**src/rtl/spd_util_pkg.sv**
```systemverilog
package spd_util_pkg;
  typedef enum logic [2:0] {
    K_SETP, K_CLRP, K_SETB0, K_SETB1, K_QRYP, K_QRYB, K_RSVD
  } ucmd_e;

  localparam int unsigned BLK_N  = 4;
  localparam int unsigned BLK_W  = $clog2(BLK_N);
  localparam int unsigned BYTE_W = 8;
endpackage

```
**src/rtl/spd_util_decode.sv**
```systemverilog
module spd_util_decode
  import spd_util_pkg::*;
#(
  parameter logic [3:0] PRE = 4'b0110
) (
  input  logic [BYTE_W-1:0] byte_i,
  input  logic [BLK_N-1:0]  prot_i,
  input  logic              bank_i,
  output logic              is_util_o,
  output ucmd_e             kind_o,
  output logic [BLK_W-1:0]  blk_o,
  output logic              addr_ack_o
);
  logic [2:0] sel;
  logic       rw;
  logic       blk_hit;

  assign sel       = byte_i[3:1];
  assign rw        = byte_i[0];
  assign is_util_o = (byte_i[7:4] == PRE);

  always_comb begin
    blk_hit = 1'b1;
    unique case (sel)
      3'b001:  blk_o = 2'd0;
      3'b100:  blk_o = 2'd1;
      3'b101:  blk_o = 2'd2;
      3'b000:  blk_o = 2'd3;
      default: begin blk_o = 2'd0; blk_hit = 1'b0; end
    endcase
  end

  always_comb begin
    if (blk_hit) kind_o = rw ? K_QRYP : K_SETP;
    else begin
      unique case ({sel, rw})
        4'b0110: kind_o = K_CLRP;
        4'b1100: kind_o = K_SETB0;
        4'b1110: kind_o = K_SETB1;
        4'b1101: kind_o = K_QRYB;
        default: kind_o = K_RSVD;
      endcase
    end
  end

  always_comb begin
    unique case (kind_o)
      K_SETP, K_QRYP:           addr_ack_o = ~prot_i[blk_o];
      K_CLRP, K_SETB0, K_SETB1: addr_ack_o = 1'b1;
      K_QRYB:                   addr_ack_o = ~bank_i;
      default:                  addr_ack_o = 1'b0;
    endcase
  end
endmodule

```
**src/rtl/spd_util_seq.sv**
```systemverilog
module spd_util_seq
  import spd_util_pkg::*;
#(
  parameter logic [3:0] PRE = 4'b0110
) (
  input  logic              clk_i,
  input  logic              rst_ni,
  input  logic              init_ni,
  input  logic              abort_i,
  input  logic              start_i,
  input  logic              stop_i,
  input  logic              byte_valid_i,
  input  logic [BYTE_W-1:0] byte_i,
  input  logic              hv_i,
  input  logic [BLK_N-1:0]  prot_i,
  input  logic              bank_i,
  output logic              ack_valid_o,
  output logic              ack_o,
  output logic              commit_o,
  output ucmd_e             kind_o,
  output logic [BLK_W-1:0]  blk_o
);
  logic             rst_n;
  logic             exp_addr_q;
  logic [1:0]       phase_q;
  logic             alive_q;
  logic             armed_q;
  ucmd_e            kind_q;
  logic [BLK_W-1:0] blk_q;

  logic             d_util, d_ack;
  ucmd_e            d_kind;
  logic [BLK_W-1:0] d_blk;
  logic             bank_cmd;

  assign rst_n = rst_ni & init_ni;

  spd_util_decode #(.PRE(PRE)) u_dec (
    .byte_i    (byte_i),
    .prot_i    (prot_i),
    .bank_i    (bank_i),
    .is_util_o (d_util),
    .kind_o    (d_kind),
    .blk_o     (d_blk),
    .addr_ack_o(d_ack)
  );

  assign bank_cmd = (kind_q == K_SETB0) || (kind_q == K_SETB1);
  assign commit_o = stop_i & armed_q & ~abort_i & ~start_i;
  assign kind_o   = kind_q;
  assign blk_o    = blk_q;

  always_ff @(posedge clk_i or negedge rst_n) begin
    if (!rst_n) begin
      exp_addr_q  <= 1'b0;
      phase_q     <= 2'd0;
      alive_q     <= 1'b0;
      armed_q     <= 1'b0;
      kind_q      <= K_RSVD;
      blk_q       <= '0;
      ack_valid_o <= 1'b0;
      ack_o       <= 1'b0;
    end else begin
      ack_valid_o <= 1'b0;
      ack_o       <= 1'b0;
      if (abort_i || start_i || stop_i) begin
        exp_addr_q <= start_i & ~abort_i;
        phase_q    <= 2'd0;
        alive_q    <= 1'b0;
        armed_q    <= 1'b0;
      end else if (byte_valid_i) begin
        if (exp_addr_q) begin
          exp_addr_q <= 1'b0;
          kind_q     <= d_kind;
          blk_q      <= d_blk;
          if (d_util) begin
            phase_q     <= 2'd1;
            ack_valid_o <= 1'b1;
            ack_o       <= d_ack;
            alive_q     <= d_ack & ~byte_i[0];
          end else begin
            phase_q <= 2'd0;
            alive_q <= 1'b0;
          end
        end else if (phase_q != 2'd0) begin
          ack_valid_o <= 1'b1;
          unique case (phase_q)
            2'd1: begin
              ack_o   <= alive_q;
              phase_q <= 2'd2;
            end
            2'd2: begin
              ack_o   <= alive_q & (bank_cmd | hv_i);
              armed_q <= alive_q & (bank_cmd | hv_i);
              phase_q <= 2'd3;
            end
            default: ack_o <= 1'b0;  // extra bytes: NoACK, command kept
          endcase
        end
      end
    end
  end

  p_ack_after_byte_r1: assert property (@(posedge clk_i) disable iff (!rst_n)
    ack_valid_o |-> $past(byte_valid_i));

  p_hv_gate_r4: assert property (@(posedge clk_i) disable iff (!rst_n)
    ($rose(armed_q) && (kind_q == K_SETP || kind_q == K_CLRP)) |-> $past(hv_i));

  p_rsvd_noack_r9: assert property (@(posedge clk_i) disable iff (!rst_n)
    (ack_valid_o && kind_q == K_RSVD) |-> !ack_o);

  p_extra_noack_r13: assert property (@(posedge clk_i) disable iff (!rst_n)
    (ack_valid_o && $past(phase_q) == 2'd3) |-> !ack_o);
endmodule

```
**src/rtl/spd_util_state.sv**
```systemverilog
module spd_util_state
  import spd_util_pkg::*;
#(
  parameter int unsigned MEM_AW = 8
) (
  input  logic              clk_i,
  input  logic              rst_ni,
  input  logic              init_ni,
  input  logic              commit_i,
  input  ucmd_e             kind_i,
  input  logic [BLK_W-1:0]  blk_i,
  input  logic [MEM_AW-1:0] mem_addr_i,
  output logic [BLK_N-1:0]  prot_o,
  output logic              bank_o,
  output logic              wr_start_o,
  output logic              mem_lock_o
);
  logic             bank_rst_n;
  logic [BLK_W-1:0] lock_idx;

  assign bank_rst_n = rst_ni & init_ni;

  for (genvar g = 0; g < BLK_N; g++) begin : g_flag
    always_ff @(posedge clk_i or negedge init_ni) begin
      if (!init_ni) prot_o[g] <= 1'b0;
      else if (commit_i) begin
        if (kind_i == K_CLRP)                          prot_o[g] <= 1'b0;
        else if (kind_i == K_SETP && blk_i == BLK_W'(g)) prot_o[g] <= 1'b1;
      end
    end
  end

  always_ff @(posedge clk_i or negedge bank_rst_n) begin
    if (!bank_rst_n) begin
      bank_o     <= 1'b0;
      wr_start_o <= 1'b0;
    end else begin
      wr_start_o <= commit_i & (kind_i == K_SETP || kind_i == K_CLRP);
      if (commit_i && kind_i == K_SETB0) bank_o <= 1'b0;
      if (commit_i && kind_i == K_SETB1) bank_o <= 1'b1;
    end
  end

  assign lock_idx   = {bank_o, mem_addr_i[MEM_AW-1]};
  assign mem_lock_o = prot_o[lock_idx];

  p_flags_on_commit_r10: assert property (@(posedge clk_i) disable iff (!bank_rst_n)
    (prot_o != $past(prot_o)) |-> $past(commit_i));

  p_bank_no_wr_r7: assert property (@(posedge clk_i) disable iff (!bank_rst_n)
    (bank_o != $past(bank_o)) |-> !wr_start_o);
endmodule

```
**src/rtl/spd_util_engine.sv**
```systemverilog
module spd_util_engine
  import spd_util_pkg::*;
#(
  parameter logic [3:0]  PRE    = 4'b0110,
  parameter int unsigned MEM_AW = 8
) (
  input  logic              clk_i,
  input  logic              rst_ni,
  input  logic              init_ni,
  input  logic              abort_i,
  input  logic              start_i,
  input  logic              stop_i,
  input  logic              byte_valid_i,
  input  logic [7:0]        byte_i,
  input  logic              hv_i,
  input  logic [MEM_AW-1:0] mem_addr_i,
  output logic              ack_valid_o,
  output logic              ack_o,
  output logic              wr_start_o,
  output logic [3:0]        prot_o,
  output logic              bank_o,
  output logic              mem_lock_o
);
  logic             commit;
  ucmd_e            kind;
  logic [BLK_W-1:0] blk;

  spd_util_seq #(.PRE(PRE)) u_seq (
    .clk_i        (clk_i),
    .rst_ni       (rst_ni),
    .init_ni      (init_ni),
    .abort_i      (abort_i),
    .start_i      (start_i),
    .stop_i       (stop_i),
    .byte_valid_i (byte_valid_i),
    .byte_i       (byte_i),
    .hv_i         (hv_i),
    .prot_i       (prot_o),
    .bank_i       (bank_o),
    .ack_valid_o  (ack_valid_o),
    .ack_o        (ack_o),
    .commit_o     (commit),
    .kind_o       (kind),
    .blk_o        (blk)
  );

  spd_util_state #(.MEM_AW(MEM_AW)) u_state (
    .clk_i      (clk_i),
    .rst_ni     (rst_ni),
    .init_ni    (init_ni),
    .commit_i   (commit),
    .kind_i     (kind),
    .blk_i      (blk),
    .mem_addr_i (mem_addr_i),
    .prot_o     (prot_o),
    .bank_o     (bank_o),
    .wr_start_o (wr_start_o),
    .mem_lock_o (mem_lock_o)
  );

  p_wr_after_stop_r2: assert property (@(posedge clk_i) disable iff (!rst_ni || !init_ni)
    wr_start_o |-> $past(stop_i));
endmodule

```
**config.mk**
```make
export PLATFORM = sky130hd
export DESIGN_NAME = spd_util_engine
export DESIGN_NICKNAME = d
export VERILOG_FILES = /design/src/rtl/spd_util_pkg.sv /design/src/rtl/spd_util_decode.sv /design/src/rtl/spd_util_seq.sv /design/src/rtl/spd_util_state.sv /design/src/rtl/spd_util_engine.sv
export SDC_FILE = /design/constraint.sdc
export NUM_CORES = 1
export LEC_CHECK = 0
export CORE_MARGIN = 5
export CORE_UTILIZATION = 45
export DETAILED_ROUTE_END_ITERATION = 8
export DONT_BUFFER_PORTS = 1
export SKIP_LAST_GASP = 1
export SLEW_MARGIN = 10
export SYNTH_ARGS = -nofsm -noshare
export SYNTH_HDL_FRONTEND = slang
export SYNTH_SLANG_ARGS = --single-unit
```
**constraint.sdc**
```tcl
create_clock -name clk_i -period 1.4 [get_ports clk_i]
set_input_delay 0.07 -clock clk_i [delete_from_list [all_inputs] [get_ports clk_i]]
set_output_delay 0.07 -clock clk_i [all_outputs]
set_load 0.02 [all_outputs]
```
# After elaboration in Yosys (flattened, before gate mapping)
# Cells that the tools add are included.
[classes]
n_lt_le_gt_ge = 2
bitwise_logic = 15
n_reduce_logical = 37
n_eq_ne = 22
muxes = 48
[op_table]
columns = ["op", "count"]
rows = [
  ["1-bit two-way mux", 35],
  ["2-bit nonzero test", 10],
  ["3-bit by 2-bit == test with 1-bit output (second input constant)", 4],
  ["3-bit == test (second input constant)", 4],
  ["4-bit == test (second input constant)", 3],
  ["3-bit case mux with 4 select lines", 1],
  ["2-bit AND reduction", 5],
  ["3-bit by 1-bit == test with 1-bit output (second input constant)", 3],
  ["3-bit zero test", 3],
  ["1-bit bitwise AND", 8],
  ["4-bit by 3-bit == test with 1-bit output (second input constant)", 2],
  ["2-bit two-way mux", 4],
  ["2-bit == test (second input constant)", 3],
  ["1-bit logical AND", 6],
  ["2-bit by 3-bit less-than comparator with 1-bit output (second input constant)", 2],
  ["3-bit two-way mux", 2],
  ["1-bit NOT", 6],
  ["2-bit case mux with 3 select lines", 1],
  ["3-bit AND reduction", 2],
  ["1-bit binary-select mux with 2-bit select", 2],
  ["2-bit by 1-bit == test with 1-bit output (second input constant)", 2],
  ["1-bit logical OR", 4],
  ["2-bit case mux with 2 select lines", 1],
  ["4-bit AND reduction", 1],
  ["other kinds (10)", 10],
]
[word_totals]
word_cells = 138
inputBits = 24
out_inout_bits = 9
register_bits = 18

# Depth between registers and ports, before layout
[depth]
ltp_word = 12
mapped_depth = 6
ltp_nobuf = 6

# Cells and area by module
# From an unflattened synthesis, not the netlist that was laid out.
[hier_totals]
hier_cells = 102
area_unflattened_um2 = 1089.8
[modules_own_cells]
columns = ["mod", "seq_area_each_um2", "n_inst", "area_per_inst_um2", "cells_per_inst"]
rows = [
  ["spd_util_seq", 302.8, 1, 666.9, 61],
  ["spd_util_state", 150.1, 1, 307.8, 26],
  ["spd_util_decode", 0.0, 1, 115.1, 15],
]

# Worst setup path before layout
# Ideal clock, no wire load.
[synth_path]
path_kind = "reg-to-reg"
start = "reg u_seq.kind_q[1] (netlist: u_seq.kind_o[1])"
end = "reg u_state.bank_o"
path_buffers = 0
setup_ps = 125
slack_ps = -23
required_ps = 1275
period_less_slack_ps = 1423
arrival_ps = 1298
path_stages_with_launch = 3
path_cell_list = "dfstp_2 > or4b_4 > mux2_4"
[synth_between]
elab_chain_len = 3
word_cells_on_any_way = 6
classes_between = "eq/ne (2); mux (1); reduce/logical (3)"
[synth_rtl]
columns = ["element", "line", "source"]
rows = [
  ["start, declared", "spd_util_seq.sv:28", "ucmd_e kind_q;"],
  ["start signal, assigned", "spd_util_seq.sv:74", "kind_q <= d_kind;"],
  ["3-bit by 2-bit == test with 1-bit output, on equally long branches", "spd_util_state.sv:40, spd_util_state.sv:39", ""],
  ["1-bit logical AND, on equally long branches", "spd_util_state.sv:40, spd_util_state.sv:39", ""],
  ["1-bit two-way mux or 2-bit nonzero test (tied branches)", "--", ""],
  ["end signal, assigned", "spd_util_state.sv:35", "bank_o <= 1'b0;"],
  ["end signal, assigned", "spd_util_state.sv:39", "if (commit_i && kind_i == K_SETB0) bank_o <= 1'b0;"],
  ["end signal, assigned", "spd_util_state.sv:40", "if (commit_i && kind_i == K_SETB1) bank_o <= 1'b1;"],
  ["end, declared", "spd_util_state.sv:14", "output logic bank_o,"],
]
# Several ways; a longest one is shown, not always the timed one.
# A chain may end at the register's enable or synchronous reset.

# Final worst setup path
[layout_path]
start = "reg u_state.bank_o"
end = "out mem_lock_o"
[layout_between]
elab_chain_len = 2
[layout_rtl]
columns = ["element", "line", "source"]
rows = [
  ["1-bit binary-select mux with 2-bit select", "spd_util_state.sv:45", "assign mem_lock_o = prot_o[lock_idx];"],
  ["1-bit two-way mux (implied by the code)", "spd_util_state.sv:45", ""],
  ["end, declared", "spd_util_engine.sv:22", "output logic mem_lock_o"],
]
# No other way between the ends. The select of a mux whose other input is x is not followed.

==> flow_summary.json <==
{
  "fin_crit_sh_pct": 107,
  "p_sw_share_pct": 25.9,
  "coreArea_um2": 2170,
  "synth_fp_nets": 130,
  "max_cap_violations": 0,
  "max-vdd-ir-drop_mv": 0.589,
  "required_ns": 1.33,
  "path_clk_slew_ns": 0.10,
  "yosysUniqueCellTypes": 38,
  "clockBufferDepth": 2,
  "critPathMaxFanout": 3,
  "holdWs_ns": 0.0203,
  "combPwrFrac_pct": 13.9,
  "maxSlewViolCount": 0,
  "wl_per_cell_um": 16.3,
  "violations": "setup timing",
  "end_kind": "primary output",
  "dp_hpwl_mm": 1.84,
  "area_growth_pct": 29.9,
  "grt-ovfl-total": 0,
  "min_period_ns": 1.49,
  "grt_pass1_vias": 887,
  "path_class": "register to primary output",
  "antenna_found_initial": 0,
  "grt_start_max_net_pins": 15,
  "grt_use_total_pct": 16.5,
  "final_area_um2": 1310,
  "slew-limit-headroom_pct": 76.1,
  "max_freq_ghz": 0.671,
  "tightest_slew_ns": 0.357,
  "synth_area_um2": 1010,
  "finalHoldViolCount": 0,
  "synthesis.instances": 103,
  "layout_setup_ws_ns": -0.0912,
  "post_synth.cell_area_avg_um2": 9.77,
  "cts_tree": "done",
  "slowest_stage": "mux4_2",
  "viasPerCell": 5.53,
  "p_clk_share_pct": 27.9,
  "antennaDiodeCount": 0,
  "slowest_delay_ns": 0.59,
  "setup_viol": 2,
  "ant_nets": 0,
  "placement.io_buffers": 0,
  "synth_seq_cells": 18,
  "drt-initial-drc-count": 8,
  "drc": 0,
  "status": "finished with violations",
  "drtPass1Iterations": 4,
  "die-width_um": 57.3,
  "htree_levels": 1,
  "die_h_um": 57.3,
  "clock-sinks": 18,
  "final_core_utilization_pct": 60.2,
  "ys_warn_count": 0,
  "io_pins": 33,
  "die_area_um2": 3280,
  "pre_cts_ws_ns": -0.0227,
  "path_cells": "buf_6 > mux4_2",
  "grt_pass1_wl_mm": 4.04,
  "cts-root-buf": "clkbuf_4",
  "power_density_nw_per_um2": 756,
  "hold_path_class": "primary input to register",
  "placementRows": 17,
  "fin_skew_ns": 0.00318,
  "p_leak_nw": 0.550,
  "place_area_um2": 1130,
  "clk_latency_ns": 0.30,
  "seq_power_share_pct": 58.2,
  "p_sw_uw": 256,
  "cts_made_buffers": 3,
  "cp_data_arrival_time_ns": 1.42,
  "worstSetupStartpointType": "register",
  "initial_core_util_pct": 46.4,
  "drive_gt1_share_pct": 29.7,
  "layout.nets": 156,
  "vias": 862,
  "gp_congestion": 0.739,
  "power.internal_uw": 732,
  "ys_seq_area_share_pct": 45.0,
  "rsz0062_at_grt": "yes",
  "wl_mm": 2.54
}
==> timing repair <==
action | CTS | global route
buffers inserted | 1 | 1
gates resized for setup | 4 | 8
endpoints found under the hold margin | 30 | 0
pin swaps | 1 | 2
setup endpoints to repair | 5 | 6
hold buffers | 9 | 0
==> power groups by stage <==
stage               Sequential [mW]  Clock, mW  Combinational [mW]
floorplan                     0.586          0              0.0754
global placement              0.584          0              0.0997
detailed placement            0.585          0               0.102
CTS                           0.575      0.287               0.134
global route                  0.578      0.309               0.154
finish                        0.575      0.276               0.137
==> per-stage QoR <==
stage                     TNS [ns]  power (mW)  instances
after floorplan            -0.0233       0.661        103
after global placement           0       0.683        141
after detailed placement   -0.0410       0.687        141
after CTS                   -0.112       0.995        155
after global routing        -0.237        1.04        156
final                      -0.0929       0.988        156
==> cells in the mapped netlist <==
cell type,instances,area share [%]
o31ai_1,1,0.75
mux4_2,2,4.5
buf_1,1,0.37
nor2b_1,5,3.1
nor4_1,1,0.62
nand3b_1,2,1.5
o21ai_1,1,0.50
or3_2,1,0.75
buf_2,1,0.50
a221o_1,1,1.0
a31oi_1,4,2.5
and2_1,2,1.2
nand2_1,10,3.7
a21oi_1,5,2.5
nor2_1,13,4.9
a32oi_1,1,0.87
inv_1,6,2.2
ha_1,3,3.7
o2111ai_1,1,0.87
o21a_1,2,1.5
mux2i_1,1,1.0
nor3_1,2,1.0
dfstp_2,2,5.2
o21ai_0,4,2.0
a211oi_1,1,0.75
nand3_1,3,1.5
clkbuf_1,1,0.37
dfrtp_1,16,40
mux2_2,1,1.1
nor3b_1,1,0.75
nand2b_1,1,0.62
o41ai_1,1,0.87
a2111oi_0,1,0.87
or4b_4,1,1.4
mux2_4,1,1.5
nor4_4,1,2.1
or2_4,1,0.87
a21o_1,1,0.75
==> registers in the layout, summed over array words and instances (netlist names) <==
signal / cells
u_seq.phase_q: 2
u_state.prot_o: 4
u_seq.blk_o: 2
u_seq.ack_valid_o: 1
u_state.bank_o: 1
u_seq.alive_q: 1
u_seq.ack_o: 1
u_seq.armed_q: 1
u_state.wr_start_o: 1
u_seq.exp_addr_q: 1
u_seq.kind_o: 3
==> cells by family (layout without fill, tap and decap cells) <==
logic type / count (synthesis) / after routing / share of synthesized area [%]
AND/OR/NAND/NOR: 44 / 44 / 24.0
AO/OA/AOI/OAI: 24 / 24 / 15.7
flip-flops: 18 / 18 / 45.0
buffers and inverters: 9 / 34 / 3.48
multiplexers: 5 / 5 / 8.08
adder cells (fa/ha/maj): 3 / 3 / 3.73
==> per-layer routing <==
layer / global-route usage [%] / up-vias / share of wire [%]
li1: - / 419 / -
met1: 19.4 / 415 / 42
met2: 27.7 / 23 / 50
met3: 4.52 / 5 / 5.6
met4: 7.95 / 0 / 2.1
met5: 0 / - / 0
==> cell type report <==
cell class              count  area, µm²
fillers                   202        863
multi-input cells          76        563
flip-flops and latches     18        453
repair buffers             24        206
well taps                  28       35.0
clock buffers               4       26.3
inverters                   6       22.5
==> critical path: cells and delay by family (launching register included) <==
| kind | cells | cell delay [ns] |
|---|---|---|
| mux | 1 | 0.59 |
| flops | 1 | 0.39 |
| buf+inv | 1 | 0.14 |
==> worst paths after layout <==
path / start / to / slack (ns) / cells past startpoint
max: u_state.bank_o / mem_lock_o / -0.09 / 2
min: byte_valid_i / u_seq.phase_q[0] / 0.02 / 3
max reg2reg: u_seq.kind_o[1] / u_state.bank_o / 0 / 2
min reg2reg: u_seq.kind_o[0] / u_seq.kind_o[0] / 0.51 / 2
min in group asynchronous: init_ni / u_state.prot_o[2] / 0.04 / 1
max in group asynchronous: init_ni / u_seq.kind_o[1] / 0.73 / 3
==> cell usage in the layout, fill, tap and decap left out, types with 2 or more instances in the layout <==
| cell type | n |
|---|---|
| a21oi_1 | 4 |
| a31oi_1 | 4 |
| and2_1 | 2 |
| buf_4 | 14 |
| clkbuf_4 | 3 |
| dfrtp_1 | 16 |
| dfstp_2 | 2 |
| dlygate4sd3_1 | 9 |
| ha_1 | 2 |
| inv_1 | 4 |
| inv_2 | 2 |
| mux4_2 | 2 |
| nand2_1 | 10 |
| nand3_1 | 3 |
| nand3b_1 | 2 |
| nor2_1 | 13 |
| nor2b_1 | 4 |
| o21a_1 | 2 |
| o21ai_0 | 3 |
(Power assumes the default switching activity.)
